File: config.mk
export PLATFORM = sky130hd
export DESIGN_NAME = pwc_channel
export DESIGN_NICKNAME = d
export VERILOG_FILES = /design/src/rtl/pwc_pkg.sv /design/src/rtl/pwc_sync_edge.sv /design/src/rtl/pwc_counter.sv /design/src/rtl/pwc_arm_ctrl.sv /design/src/rtl/pwc_regs.sv /design/src/rtl/pwc_channel.sv
export SDC_FILE = /design/constraint.sdc
export NUM_CORES = 1
export LEC_CHECK = 0
export ABC_CLOCK_PERIOD_IN_PS = 2000
export BUFFER_PORTS_ARGS = -buffer_cell sky130_fd_sc_hd__buf_2
export CORE_ASPECT_RATIO = 1.25
export CORE_MARGIN = 8
export CORE_UTILIZATION = 51
export CTS_BUF_LIST = sky130_fd_sc_hd__clkbuf_16
export CTS_CLUSTER_DIAMETER = 40
export DETAILED_ROUTE_END_ITERATION = 8
export PLACE_DENSITY = 0.85
export REMOVE_ABC_BUFFERS = 1
export SETUP_SLACK_MARGIN = 0.15
export SLEW_MARGIN = 20
export SYNTH_ARGS = -nofsm -noshare
export SYNTH_HDL_FRONTEND = slang
export SYNTH_SLANG_ARGS = --single-unit
File: constraint.sdc
create_clock -name clk -period 2 [get_ports clk]
set_clock_uncertainty 0.15 [all_clocks]
set_input_delay 0.3 -clock clk [delete_from_list [all_inputs] [get_ports clk]]
set_output_delay 0.3 -clock clk [all_outputs]
set_load 0.005 [all_outputs]
File: src/rtl/pwc_pkg.sv
package pwc_pkg;
  typedef enum logic [1:0] {
    SEL_FALL = 2'b00,
    SEL_RISE = 2'b01,
    SEL_LOW  = 2'b10,
    SEL_HIGH = 2'b11
  } sel_e;

  typedef enum logic [1:0] {
    UPD_STICKY = 2'b00,
    UPD_PERCAP = 2'b01,
    UPD_LOCK_A = 2'b10,
    UPD_LOCK_B = 2'b11
  } upd_e;

  localparam logic [1:0] ADDR_CTRL = 2'd0;
  localparam logic [1:0] ADDR_DATA = 2'd1;
  localparam logic [1:0] ADDR_STAT = 2'd2;
endpackage

File: src/rtl/pwc_sync_edge.sv
module pwc_sync_edge #(
  parameter int STAGES = 2
) (
  input  logic clk,
  input  logic rst_n,
  input  logic pin,
  output logic rise,
  output logic fall
);
  logic [STAGES-1:0] chain;
  logic              prev;

  generate
    for (genvar i = 0; i < STAGES; i++) begin : g_stage
      if (i == 0) begin : g_first
        always_ff @(posedge clk or negedge rst_n)
          if (!rst_n) chain[0] <= 1'b0;
          else        chain[0] <= pin;
      end else begin : g_next
        always_ff @(posedge clk or negedge rst_n)
          if (!rst_n) chain[i] <= 1'b0;
          else        chain[i] <= chain[i-1];
      end
    end
  endgenerate

  always_ff @(posedge clk or negedge rst_n)
    if (!rst_n) prev <= 1'b0;
    else        prev <= chain[STAGES-1];

  assign rise = chain[STAGES-1] & ~prev;
  assign fall = ~chain[STAGES-1] & prev;
endmodule

File: src/rtl/pwc_counter.sv
module pwc_counter #(
  parameter int CNT_W = 32
) (
  input  logic             clk,
  input  logic             rst_n,
  input  logic             restart,
  input  logic             armed,
  output logic [CNT_W-1:0] cnt,
  output logic             wrap
);
  localparam logic [CNT_W-1:0] ONE = CNT_W'(1);

  always_ff @(posedge clk or negedge rst_n)
    if (!rst_n)       cnt <= '0;
    else if (restart) cnt <= ONE;
    else              cnt <= cnt + ONE;

  assign wrap = armed & ~restart & (&cnt);
endmodule

File: src/rtl/pwc_arm_ctrl.sv
module pwc_arm_ctrl
  import pwc_pkg::*;
(
  input  logic clk,
  input  logic rst_n,
  input  sel_e sel,
  input  logic rise,
  input  logic fall,
  input  logic ctrl_wr,
  output logic restart,
  output logic stop_req,
  output logic armed
);
  logic open_edge;
  logic close_edge;
  logic width_mode;

  assign width_mode = sel[1];
  assign open_edge  = sel[0] ? rise : fall;
  assign close_edge = width_mode ? (sel[0] ? fall : rise) : open_edge;

  assign restart  = open_edge;
  assign stop_req = armed & close_edge & ~ctrl_wr;

  always_ff @(posedge clk or negedge rst_n)
    if (!rst_n)                         armed <= 1'b0;
    else if (ctrl_wr)                   armed <= 1'b0;
    else if (open_edge)                 armed <= 1'b1;
    else if (width_mode && close_edge)  armed <= 1'b0;
endmodule

File: src/rtl/pwc_regs.sv
module pwc_regs
  import pwc_pkg::*;
#(
  parameter int CNT_W  = 32,
  parameter int DATA_W = 32
) (
  input  logic              clk,
  input  logic              rst_n,
  input  sel_e              sel,
  input  upd_e              upd,
  input  logic              stop_req,
  input  logic              restart,
  input  logic              wrap,
  input  logic [CNT_W-1:0]  cnt,
  input  logic              reg_wr,
  input  logic              reg_rd,
  input  logic [1:0]        reg_addr,
  input  logic [DATA_W-1:0] reg_wdata,
  output logic [DATA_W-1:0] reg_rdata,
  output logic              cap_load,
  output logic              ovf,
  output logic              irq
);
  logic [DATA_W-1:0] cap_q;
  logic              locked;
  logic              wrap_seen;
  logic              lock_mode;
  logic              data_read;
  logic              ovf_clr;

  assign lock_mode = upd[1];
  assign data_read = reg_rd && (reg_addr == ADDR_DATA);
  assign ovf_clr   = reg_wr && (reg_addr == ADDR_STAT) && reg_wdata[0];
  assign cap_load  = stop_req & ~(lock_mode & locked);

  always_ff @(posedge clk or negedge rst_n)
    if (!rst_n)                      cap_q <= '0;
    else if (cap_load)               cap_q <= DATA_W'(cnt);

  always_ff @(posedge clk or negedge rst_n)
    if (!rst_n)                      locked <= 1'b0;
    else if (cap_load && lock_mode)  locked <= 1'b1;
    else if (data_read)              locked <= 1'b0;

  always_ff @(posedge clk or negedge rst_n)
    if (!rst_n)        wrap_seen <= 1'b0;
    else if (restart)  wrap_seen <= 1'b0;
    else if (wrap)     wrap_seen <= 1'b1;

  always_ff @(posedge clk or negedge rst_n)
    if (!rst_n) ovf <= 1'b0;
    else if (upd == UPD_PERCAP) begin
      if (cap_load)     ovf <= wrap_seen;
      else if (ovf_clr) ovf <= 1'b0;
    end else begin
      if (wrap)         ovf <= 1'b1;
      else if (ovf_clr) ovf <= 1'b0;
    end

  always_ff @(posedge clk or negedge rst_n)
    if (!rst_n) irq <= 1'b0;
    else        irq <= cap_load;

  always_ff @(posedge clk or negedge rst_n)
    if (!rst_n) reg_rdata <= '0;
    else if (reg_rd) begin
      case (reg_addr)
        ADDR_CTRL: reg_rdata <= DATA_W'({upd, sel});
        ADDR_DATA: reg_rdata <= cap_q;
        ADDR_STAT: reg_rdata <= DATA_W'(ovf);
        default:   reg_rdata <= '0;
      endcase
    end
endmodule

File: src/rtl/pwc_channel.sv
module pwc_channel
  import pwc_pkg::*;
#(
  parameter int CNT_W     = 32,
  parameter int DATA_W    = 32,
  parameter int SYNC_DEPTH = 2
) (
  input  logic              clk,
  input  logic              rst_n,
  input  logic              cap_in,
  input  logic              reg_wr,
  input  logic              reg_rd,
  input  logic [1:0]        reg_addr,
  input  logic [DATA_W-1:0] reg_wdata,
  output logic [DATA_W-1:0] reg_rdata,
  output logic              cap_irq
);
  sel_e             sel;
  upd_e             upd;
  logic             ctrl_wr;
  logic             rise, fall;
  logic             restart, stop_req, armed;
  logic [CNT_W-1:0] cnt;
  logic             wrap;
  logic             cap_load;
  logic             ovf;

  assign ctrl_wr = reg_wr && (reg_addr == ADDR_CTRL);

  always_ff @(posedge clk or negedge rst_n)
    if (!rst_n) begin
      sel <= SEL_FALL;
      upd <= UPD_STICKY;
    end else if (ctrl_wr) begin
      sel <= sel_e'(reg_wdata[1:0]);
      upd <= upd_e'(reg_wdata[3:2]);
    end

  pwc_sync_edge #(.STAGES(SYNC_DEPTH)) u_sync (
    .clk(clk), .rst_n(rst_n), .pin(cap_in), .rise(rise), .fall(fall)
  );

  pwc_arm_ctrl u_arm (
    .clk(clk), .rst_n(rst_n), .sel(sel), .rise(rise), .fall(fall),
    .ctrl_wr(ctrl_wr), .restart(restart), .stop_req(stop_req), .armed(armed)
  );

  pwc_counter #(.CNT_W(CNT_W)) u_cnt (
    .clk(clk), .rst_n(rst_n), .restart(restart), .armed(armed),
    .cnt(cnt), .wrap(wrap)
  );

  pwc_regs #(.CNT_W(CNT_W), .DATA_W(DATA_W)) u_regs (
    .clk(clk), .rst_n(rst_n), .sel(sel), .upd(upd), .stop_req(stop_req),
    .restart(restart), .wrap(wrap), .cnt(cnt), .reg_wr(reg_wr),
    .reg_rd(reg_rd), .reg_addr(reg_addr), .reg_wdata(reg_wdata),
    .reg_rdata(reg_rdata), .cap_load(cap_load), .ovf(ovf), .irq(cap_irq)
  );
endmodule

* After elaboration in Yosys (flattened, before gate mapping) *
Index checks and enable logic that the tools add are counted.
W data, S select, Z words.

word-level totals
  logic and storage cells = 57
  register bits after elaboration = 108
  output and inout bits = 33
  input port bits = 39

cells by class
  mux-type cells = 16
  bitwise operators = 13
  $add $sub $neg = 1
  reductions and logical operators = 11
  eq/ne operators = 3

operators by type and width
  operator                 number
  $pmux W32 S3             1
  $add A32 B1 Y32 const B  1
  $mux W32                 1
  $reduce_and A32 Y1       1
  $mux W1                  14
  $and A1 B1 Y1            8
  $logic_and A1 B1 Y1      6
  $not A1 Y1               5
  $eq A2 B1 Y1 const B     2
  $reduce_bool A2 Y1       2
  $reduce_bool A3 Y1       1
  $eq A2 B2 Y1 const B     1
  $logic_not A2 Y1         1

* Longest topological paths before layout *
Gate-level depths: netlist of run 1.

  depth after elaboration = 9
  depth in mapped cells = 8
  depth with buffers taken out = 6

* By module *
A second synthesis of run 1 with hierarchy kept.

unflattened totals
  cells, all modules = 357
  area total of the unflattened synthesis = 4,576.9 µm²

by module, submodules not included
  module         area an instance (µm²)  times used  seq. area each (µm²)  cells each
  pwc_regs       2,570.0                 1           1,701.6               165
  pwc_counter    1,655.3                 1           800.8                 168
  pwc_channel    163.9                   1           100.1                 9
  pwc_arm_ctrl   97.6                    1           25.0                  10
  pwc_sync_edge  90.1                    1           75.1                  5

* Worst setup path before layout of run 1 *
Ideal clock, no wire load.

  kind = register to register
  start = register sel[0]
  end = register u_regs.cap_q[0]
  buffers on the path = 2
  data arrival time = 1,643 ps
  required time = 1,725 ps
  clock period less this slack = 1,918 ps
  library setup time = 125 ps
  cell stages (with the launch flop) = 7
  path slack = 82 ps
  cell sequence = dfrtp_1 xnor2_1 mux2i_1 and3_1 buf_2 buf_6 mux2_2

on the way
  longest elaborated chain between the ends = 5
  elaborated cells between the ends (all ways) = 6
  those cells by class = mux: 3; bitwise: 3

ends and longest elaborated chain
  what                            RTL line                                source
  from (decl)                     pwc_channel.sv:18                       sel_e sel;
  from (signal assigned)          pwc_channel.sv:35                       sel <= sel_e'(reg_wdata[1:0]);
  $mux W1 (on tied branches)      pwc_arm_ctrl.sv:19, pwc_arm_ctrl.sv:20
  $mux W1 (*)                     pwc_arm_ctrl.sv:20                      assign close_edge = width_mode ? (sel[0] ? fall : rise) : open_edge;
  $and A1 B1 Y1 (*) (2 in a row)  pwc_arm_ctrl.sv:23                      assign stop_req = armed & close_edge & ~ctrl_wr;
  $and A1 B1 Y1 (*)               pwc_regs.sv:34                          assign cap_load = stop_req & ~(lock_mode & locked);
  to (signal assigned)            pwc_regs.sv:38                          else if (cap_load) cap_q <= DATA_W'(cnt);
  to (decl)                       pwc_regs.sv:24                          logic [DATA_W-1:0] cap_q;

Mark *: on every way between the ends. The rest lies on a longest branch, timed or not.
A chain may end at the register's enable or synchronous reset.

* Final worst setup path of run 1 *
  start = register sel[1]
  end = register u_regs.cap_q[8]

on the way
  longest elaborated chain between the ends = 4

ends and longest elaborated chain
  what                        RTL line
  $mux W1                     pwc_arm_ctrl.sv:20
  $and A1 B1 Y1 (2 in a row)  pwc_arm_ctrl.sv:23
  $and A1 B1 Y1               pwc_regs.sv:34

No other way between the ends.

==> metrics.yaml, run 1 <==
outcome:
  status: "finished, final reports clean"
synth:
  ys_warn_count: 0
  synth_seq_cells: 108
  syn_inst: 404
  syn_avg_cell_area_um2: 11.2
  synth_area_um2: 4540
  ys_types: 39
  synth_seq_area_share: 0.595
die:
  start_util: 0.525
  die_w_um: 100
  rows: 38
  ioPinCount: 72
  core_area_um2: 8650
  dieArea_um2: 12200
  fp.dieH_um: 121
critical_path:
  crit_path_max_incr_delay_ps: 410
  worstPathMaxFanout: 18
  cp.required_ps: 2070
  path_cells: "xnor2_2, mux2i_1, and3_4, buf_12, mux2_2"
  rr_startpoint: "sel[1]$_DFFE_PN0P_"
  startpoint_type: "flop"
  worst_ep_arrival_time_ps: 2000
  critPathTopFamily: "multiplexers"
  critPathLaunch: "sel[1]$_DFFE_PN0P_"
  cp_num_buf_inv: 1
  endpoint_kind: "flop"
  critPathKind: "flop to flop"
  cp_slowest_cell: "dfrtp_1"
sta:
  timing.final.ws_setup_ps: 70.5
  tightest_slew_ps: 485
  setup_tns_ps: 0
  setup_viol: 0
  slew_headroom: 0.676
  period_needed_ps: 1930
  maxSlewViolCount: 0
  fmax_ghz: 0.518
  rsz0062_at_grt: "yes"
  timing.final.crit_share: 0.965
  hold_viol: 0
  whs_ps: 35.7
final_layout:
  nFillCells: 675
  instances_no_fill: 598
  syn2layout_area_growth_pct: 20.3
  antenna_cells: 0
  design_area_um2: 5460
  postLayoutCoreUtil: 0.631
  drive_gt1_frac: 0.295
  layout.nets: 513
placed_design:
  dpl.cell_count: 573
  hpwl_um: 6270
  gp_congestion: 0.806
  place.port_buffers: 43
  pre_cts_slack_ps: 48.5
  place_area_um2: 5010
global_routing:
  grt_pass1_vias: 3191
  grt_first_pass_wirelength_um: 15300
  grt_start_max_net_pins: 44
  overflow: 0
  antenna_found_initial: 0
  grt.total_usage: 0.159
worst_hold_path:
  hold_start: "reg_wdata[3]"
  hold_class: "input port to flop"
drt:
  route.detailed.wl_per_inst_um: 15.2
  dr.pass1.iters: 4
  drc: 0
  viasPerCell: 5.21
  drtIter0Drc: 143
  drt_wl_total_um: 9070
  antenna_left: 0
  vias: 3118
power_and_ir_drop:
  pwr_density_cell_nw_per_um2: 888
  p_leak_nw: 2.64
  vdd_drop_max_uv: 556
  finalPower_mw: 4.85
cts:
  cts_made_buffers: 9
  cts-root-buf: "clkbuf_16"
  clkSlewWorstSetupHoldPaths_ps: 70
  htree_levels: 3
  clk_latency_ps: 340
  cts.sinks: 108
  clk_path_buf_depth: 2
  cts_tree: "yes"
flow_run:
  timing.max_cap.violations: 0
==> cells in the mapped netlist <==
library cell / n / share of area
and3_1: 6 / 0.0083
inv_1: 34 / 0.028
nand2_1: 42 / 0.035
dfrtp_1: 108 / 0.60
nand2b_1: 3 / 0.0041
nand3_2: 2 / 0.0044
or3_1: 1 / 0.0014
mux2_2: 36 / 0.089
nor3_1: 2 / 0.0022
buf_6: 3 / 0.0074
o21ai_1: 1 / 0.0011
nor4_1: 1 / 0.0014
and4_1: 2 / 0.0039
o21ai_0: 30 / 0.033
nor4_4: 1 / 0.0047
mux2i_1: 6 / 0.013
nand4_2: 1 / 0.0028
ha_1: 1 / 0.0028
o41ai_1: 1 / 0.0019
and2_2: 1 / 0.0017
nor3b_4: 1 / 0.0041
nand3b_1: 1 / 0.0017
a21oi_1: 3 / 0.0033
buf_1: 1 / 0.00083
a41oi_1: 1 / 0.0019
nand4_1: 12 / 0.017
o22ai_1: 3 / 0.0041
nor2_1: 39 / 0.032
nor2b_1: 2 / 0.0028
nand4b_1: 1 / 0.0019
buf_2: 1 / 0.0011
xnor2_1: 6 / 0.012
xor2_1: 24 / 0.046
and2_1: 2 / 0.0028
clkbuf_1: 8 / 0.0066
buf_4: 1 / 0.0017
o21a_1: 2 / 0.0033
a31oi_1: 1 / 0.0014
nand3_1: 13 / 0.014
==> area by class of cell <==
cell class | count | area (µm²) | area share
clock buffer | 9 | 225 | 0.0412
clock inverter | 7 | 90.1 | 0.0165
tap | 120 | 150 | 0.0275
timing repair buffer | 72 | 490 | 0.0898
sequential | 108 | 2710 | 0.496
multi-input combinational | 248 | 1670 | 0.306
inverter | 34 | 128 | 0.0234
==> placed cells by master, fill, tap and decap left out, types with 3 or more instances in the layout <==
cell type	count
nand3_1	13
buf_2	42
dfrtp_1	102
and3_1	5
clkbuf_16	9
xor2_1	24
buf_4	24
mux2i_1	6
inv_1	34
xnor2_1	5
nand2_1	42
nand4_1	12
dfrtp_2	6
o21ai_0	30
buf_12	4
a21oi_1	3
mux2_2	36
o22ai_1	3
nor2_1	37
==> power breakdown <==
group | internal (mW) | total, mW | switching (mW)
Sequential | 2.31 | 2.43 | 0.114
Clock | 1.09 | 1.85 | 0.754
Combinational | 0.284 | 0.578 | 0.294
Total | 3.69 | 4.85 | 1.16
==> state kept, by name (all words and copies together) (netlist names) <==
name / flops
u_sync.prev: 1
u_arm.armed: 1
u_regs.locked: 1
u_cnt.cnt: 32
u_regs.cap_q: 32
sel: 2
u_sync.chain: 2
u_regs.ovf: 1
u_regs.irq: 1
u_regs.wrap_seen: 1
upd: 2
u_regs.reg_rdata: 32
==> metal layers <==
metal  up-vias  share of wire  global-route usage
met5         -              0                   0
met4         0          0.022              0.0768
met3        15          0.051              0.0367
met2        76           0.53               0.278
met1      1544           0.40               0.179
li1       1483              -                   -
==> path summary, 6_finish.rpt <==
path,to,slack [ps],depth (start not counted)
max in group asynchronous,sel[0]$_DFFE_PN0P_,860,3
min in group asynchronous,u_regs.reg_rdata[5]$_DFFE_PN0P_,290,2
worst max register to register,u_regs.cap_q[8]$_DFFE_PN0P_,70,5
worst min-delay path,upd[1]$_DFFE_PN0P_,40,2
worst max-delay path,u_regs.cap_q[8]$_DFFE_PN0P_,70,5
worst min register to register,u_sync.chain[1]$_DFF_PN0_,200,0
==> kinds of logic (layout without fill, tap and decap cells) <==
family | count (synthesis) | count (layout) | synth area share
adder cells (fa/ha/maj) | 1 | 1 | 0.00276
buffers and inverters | 48 | 122 | 0.0457
XOR/XNOR | 30 | 30 | 0.0579
AO/OA/AOI/OAI | 42 | 42 | 0.0501
AND/OR/NAND/NOR | 133 | 133 | 0.146
flip-flops | 108 | 108 | 0.595
multiplexers | 42 | 42 | 0.103
==> what timing repair did <==
| item | 4_1_cts | 5_1_grt |
|---|---|---|
| hold buffers | 2 | 0 |
| endpoints found under the hold margin | 31 | 0 |
| buffers inserted | 2 | 5 |
| setup endpoints to repair | 34 | 41 |
| pin swaps | 1 | 4 |
| gates resized for setup | 8 | 11 |
No activity file was read; power rests on OpenSTA's default activity.
==> inputs of run 2 (changes only) <==
- BUFFER_PORTS_ARGS: -buffer_cell sky130_fd_sc_hd__buf_2 -> not set
- CORE_UTILIZATION: 51 -> 55
- DONT_BUFFER_PORTS: not set -> 1
- PLACE_DENSITY: 0.85 -> 0.82
- SLEW_MARGIN: 20 -> not set
==> run 2 against run 1 <==
The run now ends with negative hold slack left. Non-clock buffer count is 49 lower. Design area is 6.4% lower. Sequential power hardly changed. Hold slack worse by 540 ps. Cell count is 12% lower. Worst setup slack better by 44 ps. Wire length is 4.5% lower. Flip-flop and latch count stayed put. Fmax is 2.3% higher. Die area is 6.2% lower. Total power is 4.6% lower. Sequential share of layout area is 3.3 points higher. Largest cell class unchanged. Highest routed layer unchanged.
==> metrics.yaml, run 2 (synthesis results as in run 1) <==
drt:
  drtIter0Drc: 113  # -21%
  antenna_left: 0  # unchanged
  dr.pass1.iters: 4  # unchanged
  vias: 2894  # -7.2%
  drt_wl_total_um: 8660  # -4.5%
  route.detailed.wl_per_inst_um: 16.5  # +8.8%
  viasPerCell: 5.51  # +5.7%
  drc: 0  # unchanged
critical_path:
  cp_slowest_cell: "dfrtp_1"
  cp.required_ps: 2080  # about the same
  worst_ep_arrival_time_ps: 1960  # -40 ps
  path_cells: "xnor2_2, mux2i_1, and3_4, buf_12, mux2_2"
  crit_path_max_incr_delay_ps: 410  # about the same
  endpoint_kind: "flop"
  critPathKind: "flop to flop"
  critPathTopFamily: "multiplexers"
  startpoint_type: "flop"
  worstPathMaxFanout: 21  # +3
  cp_num_buf_inv: 1  # unchanged
cts:
  clkSlewWorstSetupHoldPaths_ps: 70  # about the same
  clk_path_buf_depth: 2  # unchanged
  cts.sinks: 108  # unchanged
  cts_made_buffers: 9  # unchanged
  htree_levels: 3  # unchanged
  clk_latency_ps: 350  # about the same
  hold_buffers: 6  # +4
  cts_tree: "yes"
  cts-root-buf: "clkbuf_16"
placed_design:
  place_area_um2: 4710  # -5.9%
  pre_cts_slack_ps: 19.8  # -28.7 ps
  gp_congestion: 0.810  # +0.51%
  hpwl_um: 5560  # -11%
  dpl.cell_count: 502  # -12%
  place.port_buffers: 0  # -100%
sta:
  maxSlewViolCount: 0  # unchanged
  tightest_slew_ps: 1070  # +582 ps
  period_needed_ps: 1890  # -44.2 ps
  rsz0062_at_grt: "yes"
  timing.final.crit_share: 0.943  # -0.0221
  hold_viol: 108  # +108
  slew_headroom: 0.289  # -0.387
  setup_tns_ps: 0  # unchanged
  whs_ps: -505  # -540 ps
  setup_viol: 0  # unchanged
  fmax_ghz: 0.530  # +2.3%
  timing.final.ws_setup_ps: 115  # +44.2 ps
worst_hold_path:
  hold_class: "input port to asynchronous set/reset pin"
final_layout:
  syn2layout_area_growth_pct: 12.6
  layout.nets: 464  # -9.6%
  instances_no_fill: 525  # -12%
  antenna_cells: 0  # unchanged
  nFillCells: 645  # -4.4%
  reg_top3: "u_cnt.cnt (32), u_regs.cap_q (32), u_regs.reg_rdata (32)"
  drive_gt1_frac: 0.189  # -0.106
  final_cell_mix: "dfrtp_1, nand2_1, nor2_1, mux2_2, inv_1"
  postLayoutCoreUtil: 0.628  # -0.00368
  design_area_um2: 5110  # -6.4%
  final_common_cell: "dfrtp_1"
die:
  core_area_um2: 8150  # -5.8%
  start_util: 0.557  # +0.0326
  dieArea_um2: 11400  # -6.2%
  fp.dieH_um: 118  # -3.2%
  rows: 37  # -2.6%
  ioPinCount: 72  # unchanged
  die_w_um: 97.3  # -3.1%
global_routing:
  overflow: 0  # unchanged
  grt_first_pass_wirelength_um: 15000  # -2.1%
  grt_pass1_vias: 3078  # -3.5%
  antenna_found_initial: 0  # unchanged
  grt.total_usage: 0.162  # +0.00256
  grt_start_max_net_pins: 109  # +150%
outcome:
  violations: "negative hold slack"
  status: "finished, violations left"
power_and_ir_drop:
  vdd_drop_max_uv: 607  # +9.1%
  p_leak_nw: 2.37  # -10%
  pwr_density_cell_nw_per_um2: 906  # +2.0%
flow_run:
  timing.max_cap.violations: 0  # unchanged
run 2: cell count changes in the layout (fill, tap and decap cells not counted), moves of 3 or more:
cell	change
dlygate4sd3_1	+3
buf_12	-3
dfrtp_1	+5
dfrtp_2	-5
buf_4	-9
buf_2	-42
run 2: worst paths after layout:
kind,start,endpoint,slack (ps),depth (start not counted)
min in group clk,reg_addr[0],u_regs.reg_rdata[1]$_DFFE_PN0P_,10,2
min reg2reg,u_sync.chain[0]$_DFF_PN0_,u_sync.chain[1]$_DFF_PN0_,210,0
min,rst_n,u_cnt.cnt[0]$_DFF_PN0_,-500,0
max reg2reg,sel[1]$_DFFE_PN0P_,u_regs.cap_q[11]$_DFFE_PN0P_,110,5
max in group asynchronous,rst_n,sel[0]$_DFFE_PN0P_,2040,0
max,sel[1]$_DFFE_PN0P_,u_regs.cap_q[11]$_DFFE_PN0P_,110,5
run 2: what timing repair did:
| item | 4_1_cts | 5_1_grt |
|---|---|---|
| endpoints found under the hold margin | 145 | 108 |
| pin swaps | 0 | 2 |
| resized for setup | 5 | 6 |
| setup buffers | 0 | 2 |
| setup endpoints to repair | 34 | 80 |
run 2: final cells by class:
class | count | area, µm² | area share
clock buffers | 9 | 225 | 0.0440
clock inverters | 6 | 57.6 | 0.0113
inverters | 34 | 128 | 0.0250
multi-input cells | 248 | 1670 | 0.327
flip-flops and latches | 108 | 2700 | 0.529
well taps | 97 | 121 | 0.0237
repair buffers | 23 | 206 | 0.0404
run 2: metal layers:
| metal | routed length, µm | GRT usage | vias up | part of all wire |
|---|---|---|---|---|
| li1 | - | - | 1378 | - |
| met1 | 3560 | 0.170 | 1448 | 0.41 |
| met2 | 4460 | 0.271 | 56 | 0.51 |
| met3 | 497 | 0.0734 | 12 | 0.057 |
| met4 | 151 | 0.0741 | 0 | 0.017 |
| met5 | 0 | 0 | - | 0 |
run 2: power breakdown:
group	internal (mW)	switching [mW]	leakage, nW
Combinational	0.255	0.226	0.759
Clock	0.952	0.756	0.136
Sequential	2.32	0.127	1.47
run 2: metrics by stage:
step	hold slack, ps	power, mW
2_1_floorplan	-146	2.73
3_3_place_gp	-143	2.86
3_5_place_dp	-143	2.89
4_1_cts	-522	4.63
5_1_grt	-533	4.82
6_report	-505	4.63
==> inputs of run 3 (changes only) <==
- GPL_TIMING_DRIVEN: not set -> 0
- PLACE_DENSITY: 0.82 -> not set
- PLACE_DENSITY_LB_ADDON: not set -> 0.3
==> run 3 against run 2 <==
The flow finishes with violations (negative hold slack, negative setup slack). Worst setup slack worse by 130 ps. Cell count is 2.7% higher. Design area is 7.1% higher. Combinational power is 43% higher. Hold slack better by 4.1 ps. Flip-flop and latch count stayed put. Non-clock buffer count is 12 higher. Fmax is 6.7% lower. Clock-buffer cell count stayed put. Critical path depth is 1 higher. Register-to-register slack worse by 130 ps. Critical path type unchanged. Critical endpoint is now u_regs.cap_q[13]$_DFFE_PN0P_.
==> metrics.yaml, run 3 (synthesis results as in run 1) <==
final_layout:
  final_common_cell: "dfrtp_1"
  final_cell_mix: "dfrtp_1, nand2_1, inv_1, nor2_1, mux2_4"
  reg_top3: "u_cnt.cnt (32), u_regs.cap_q (32), u_regs.reg_rdata (32)"
  layout.nets: 477  # +2.8%
  antenna_cells: 0  # unchanged
  syn2layout_area_growth_pct: 20.7
  drive_gt1_frac: 0.240  # +0.0506
  design_area_um2: 5480  # +7.1%
outcome:
  violations: "negative hold slack, negative setup slack"
  status: "finished, violations left"
power_and_ir_drop:
  pwr_density_cell_nw_per_um2: 852  # -5.9%
  switching_share: 0.245  # +0.00583
  combPwrFrac: 0.147  # +0.043
  vdd_drop_max_uv: 579  # -4.6%
  p_leak_nw: 2.51  # +6.2%
  p_clk_frac: 0.331  # -0.038
  switchingPower_mw: 1.15  # +3.3%
  finalPower_mw: 4.67  # +0.83%
  p_int_mw: 3.52  # about the same
  p_seq_frac: 0.522  # -0.005
global_routing:
  grt_pass1_vias: 3104  # +0.84%
  top_usage_layer: "met2"
  grtUsageMet3: 0.0364  # -0.0370
  antenna_found_initial: 0  # unchanged
  grt_util_met2: 0.267  # -0.00382
  grt.total_usage: 0.165  # +0.00278
  overflow: 0  # unchanged
  grt_use_met1: 0.200  # +0.0300
  grt_first_pass_wirelength_um: 15400  # +3.1%
  grt_start_max_net_pins: 109  # unchanged
die:
  die_w_um: 97.3  # unchanged
  dieArea_um2: 11400  # unchanged
  fp.dieH_um: 118  # unchanged
  ioPinCount: 72  # unchanged
  rows: 37  # unchanged
  core_area_um2: 8150  # unchanged
  start_util: 0.557  # unchanged
critical_path:
  worst_ep_arrival_time_ps: 2100  # +140 ps
  worstPathMaxFanout: 4  # -81%
  startpoint_type: "flop"
  reg2reg_depth: 6  # +1
  rr_startpoint: "sel[1]$_DFFE_PN0P_"
  critPathKind: "flop to flop"
  endpoint_kind: "flop"
  r2r_end: "u_regs.cap_q[13]$_DFFE_PN0P_"
  rrSetupSlack_ps: -20  # -130 ps
  cp.required_ps: 2080  # about the same
  critPathLaunch: "sel[1]$_DFFE_PN0P_"
sta:
  maxSlewViolCount: 0  # unchanged
  hold_viol: 108  # unchanged
  fmax_ghz: 0.495  # -6.7%
  slew_headroom: 0.597  # +0.308
  whs_ps: -501  # +4.08 ps
  timing.final.crit_share: 1.01  # +0.0674
  period_needed_ps: 2020  # +135 ps
  setup_viol: 15  # +15
  timing.final.ws_setup_ps: -20.1  # -135 ps
  tightest_slew_ps: 603  # -463 ps
  rsz0062_at_grt: "yes"
drt:
  viasPerCell: 5.53  # +0.26%
  antenna_left: 0  # unchanged
  drt_wl_total_um: 9520  # +9.9%
  drtIter0Drc: 172  # +52%
  vias: 2979  # +2.9%
  route.detailed.wl_per_inst_um: 17.7  # +7.1%
  drc: 0  # unchanged
  dr.pass1.iters: 4  # unchanged
placed_design:
  place_area_um2: 4620  # -1.9%
  pre_cts_slack_ps: -432  # -452 ps
  place.port_buffers: 0  # unchanged
  gp_congestion: 0.834  # +3.0%
  hpwl_um: 5330  # -4.0%
cts:
  cts_made_buffers: 9  # unchanged
  cts.sinks: 108  # unchanged
  clk_path_buf_depth: 2  # unchanged
  hold_buffers: 7  # +1
  cts-root-buf: "clkbuf_16"
  clk_latency_ps: 340  # about the same
  clkSlewWorstSetupHoldPaths_ps: 70  # about the same
  cts_tree: "yes"
  htree_levels: 3  # unchanged
flow_run:
  timing.max_cap.violations: 0  # unchanged
worst_hold_path:
  hold_class: "input port to asynchronous set/reset pin"
## run 3: changes by cell type in the layout (fill, tap and decap cells not counted), sizes merged
cell / change
bufinv: -1
and3: +1
dlygate4sd3: +1
buf: +11
dlymetal6s4s: -1
clkinvlp: -2
clkbuf: +1
clkinv: +1
inv: +3
## run 3: worst max-delay path by stage
stage                                   end  slack [ps]  cells past startpoint
2_1_floorplan   u_regs.cap_q[0]$_DFFE_PN0P_        -410                      4
3_3_place_gp    u_regs.cap_q[2]$_DFFE_PN0P_        -890                      4
3_5_place_dp    u_regs.cap_q[9]$_DFFE_PN0P_        -430                      4
4_1_cts        u_regs.cap_q[25]$_DFFE_PN0P_          20                      6
5_1_grt        u_regs.cap_q[18]$_DFFE_PN0P_         -40                      6
6_report       u_regs.cap_q[13]$_DFFE_PN0P_         -20                      6
## run 3: power by group through the flow
stage                     Clock [mW]  Combinational (mW)  Sequential, mW
final                           1.55               0.687            2.44
after global routing            1.65               0.737            2.45
after CTS                       1.58               0.635            2.43
after detailed placement           0               0.349            2.49
after global placement             0               0.330            2.48
after floorplan                    0               0.285            2.44
## run 3: cell type report
cell class	instances	area (µm²)
clock buffers	9	225
clock inverters	7	28.8
fillers	602	2670
inverters	34	128
multi-input cells	249	1840
flip-flops and latches	108	2720
well taps	97	121
repair buffers	35	418
## run 3: per-stage QoR
stage	hold WS, ps	instances	TNS, ps	utilization
2_1_floorplan	-146	390	-15310	-
3_3_place_gp	-143	487	-59790	0.562
3_5_place_dp	-143	489	-14060	0.567
4_1_cts	-511	531	0	0.652
5_1_grt	-511	539	-451	0.672
6_report	-501	539	-165	0.672
## run 3: per-layer routing
layer	up-vias	wire length (µm)
met5	-	0
met4	0	269
met3	19	404
met2	59	4720
met1	1496	4130
li1	1405	-
## run 3: repair_timing
action                                 CTS  global route
gates resized for setup                 34            27
endpoints found under the hold margin  146           108
setup buffers                           17             7
gates cloned                             2             1
pin swaps                                6             7
setup endpoints to repair               50            48
## run 3: critical path, stage by stage, from the launching register on
cell and delay (ps):
dfrtp_2 430, xnor2_2 190, mux2i_2 290, buf_4 170, and3_4 230, clkbuf_16 160, mux2_4 290
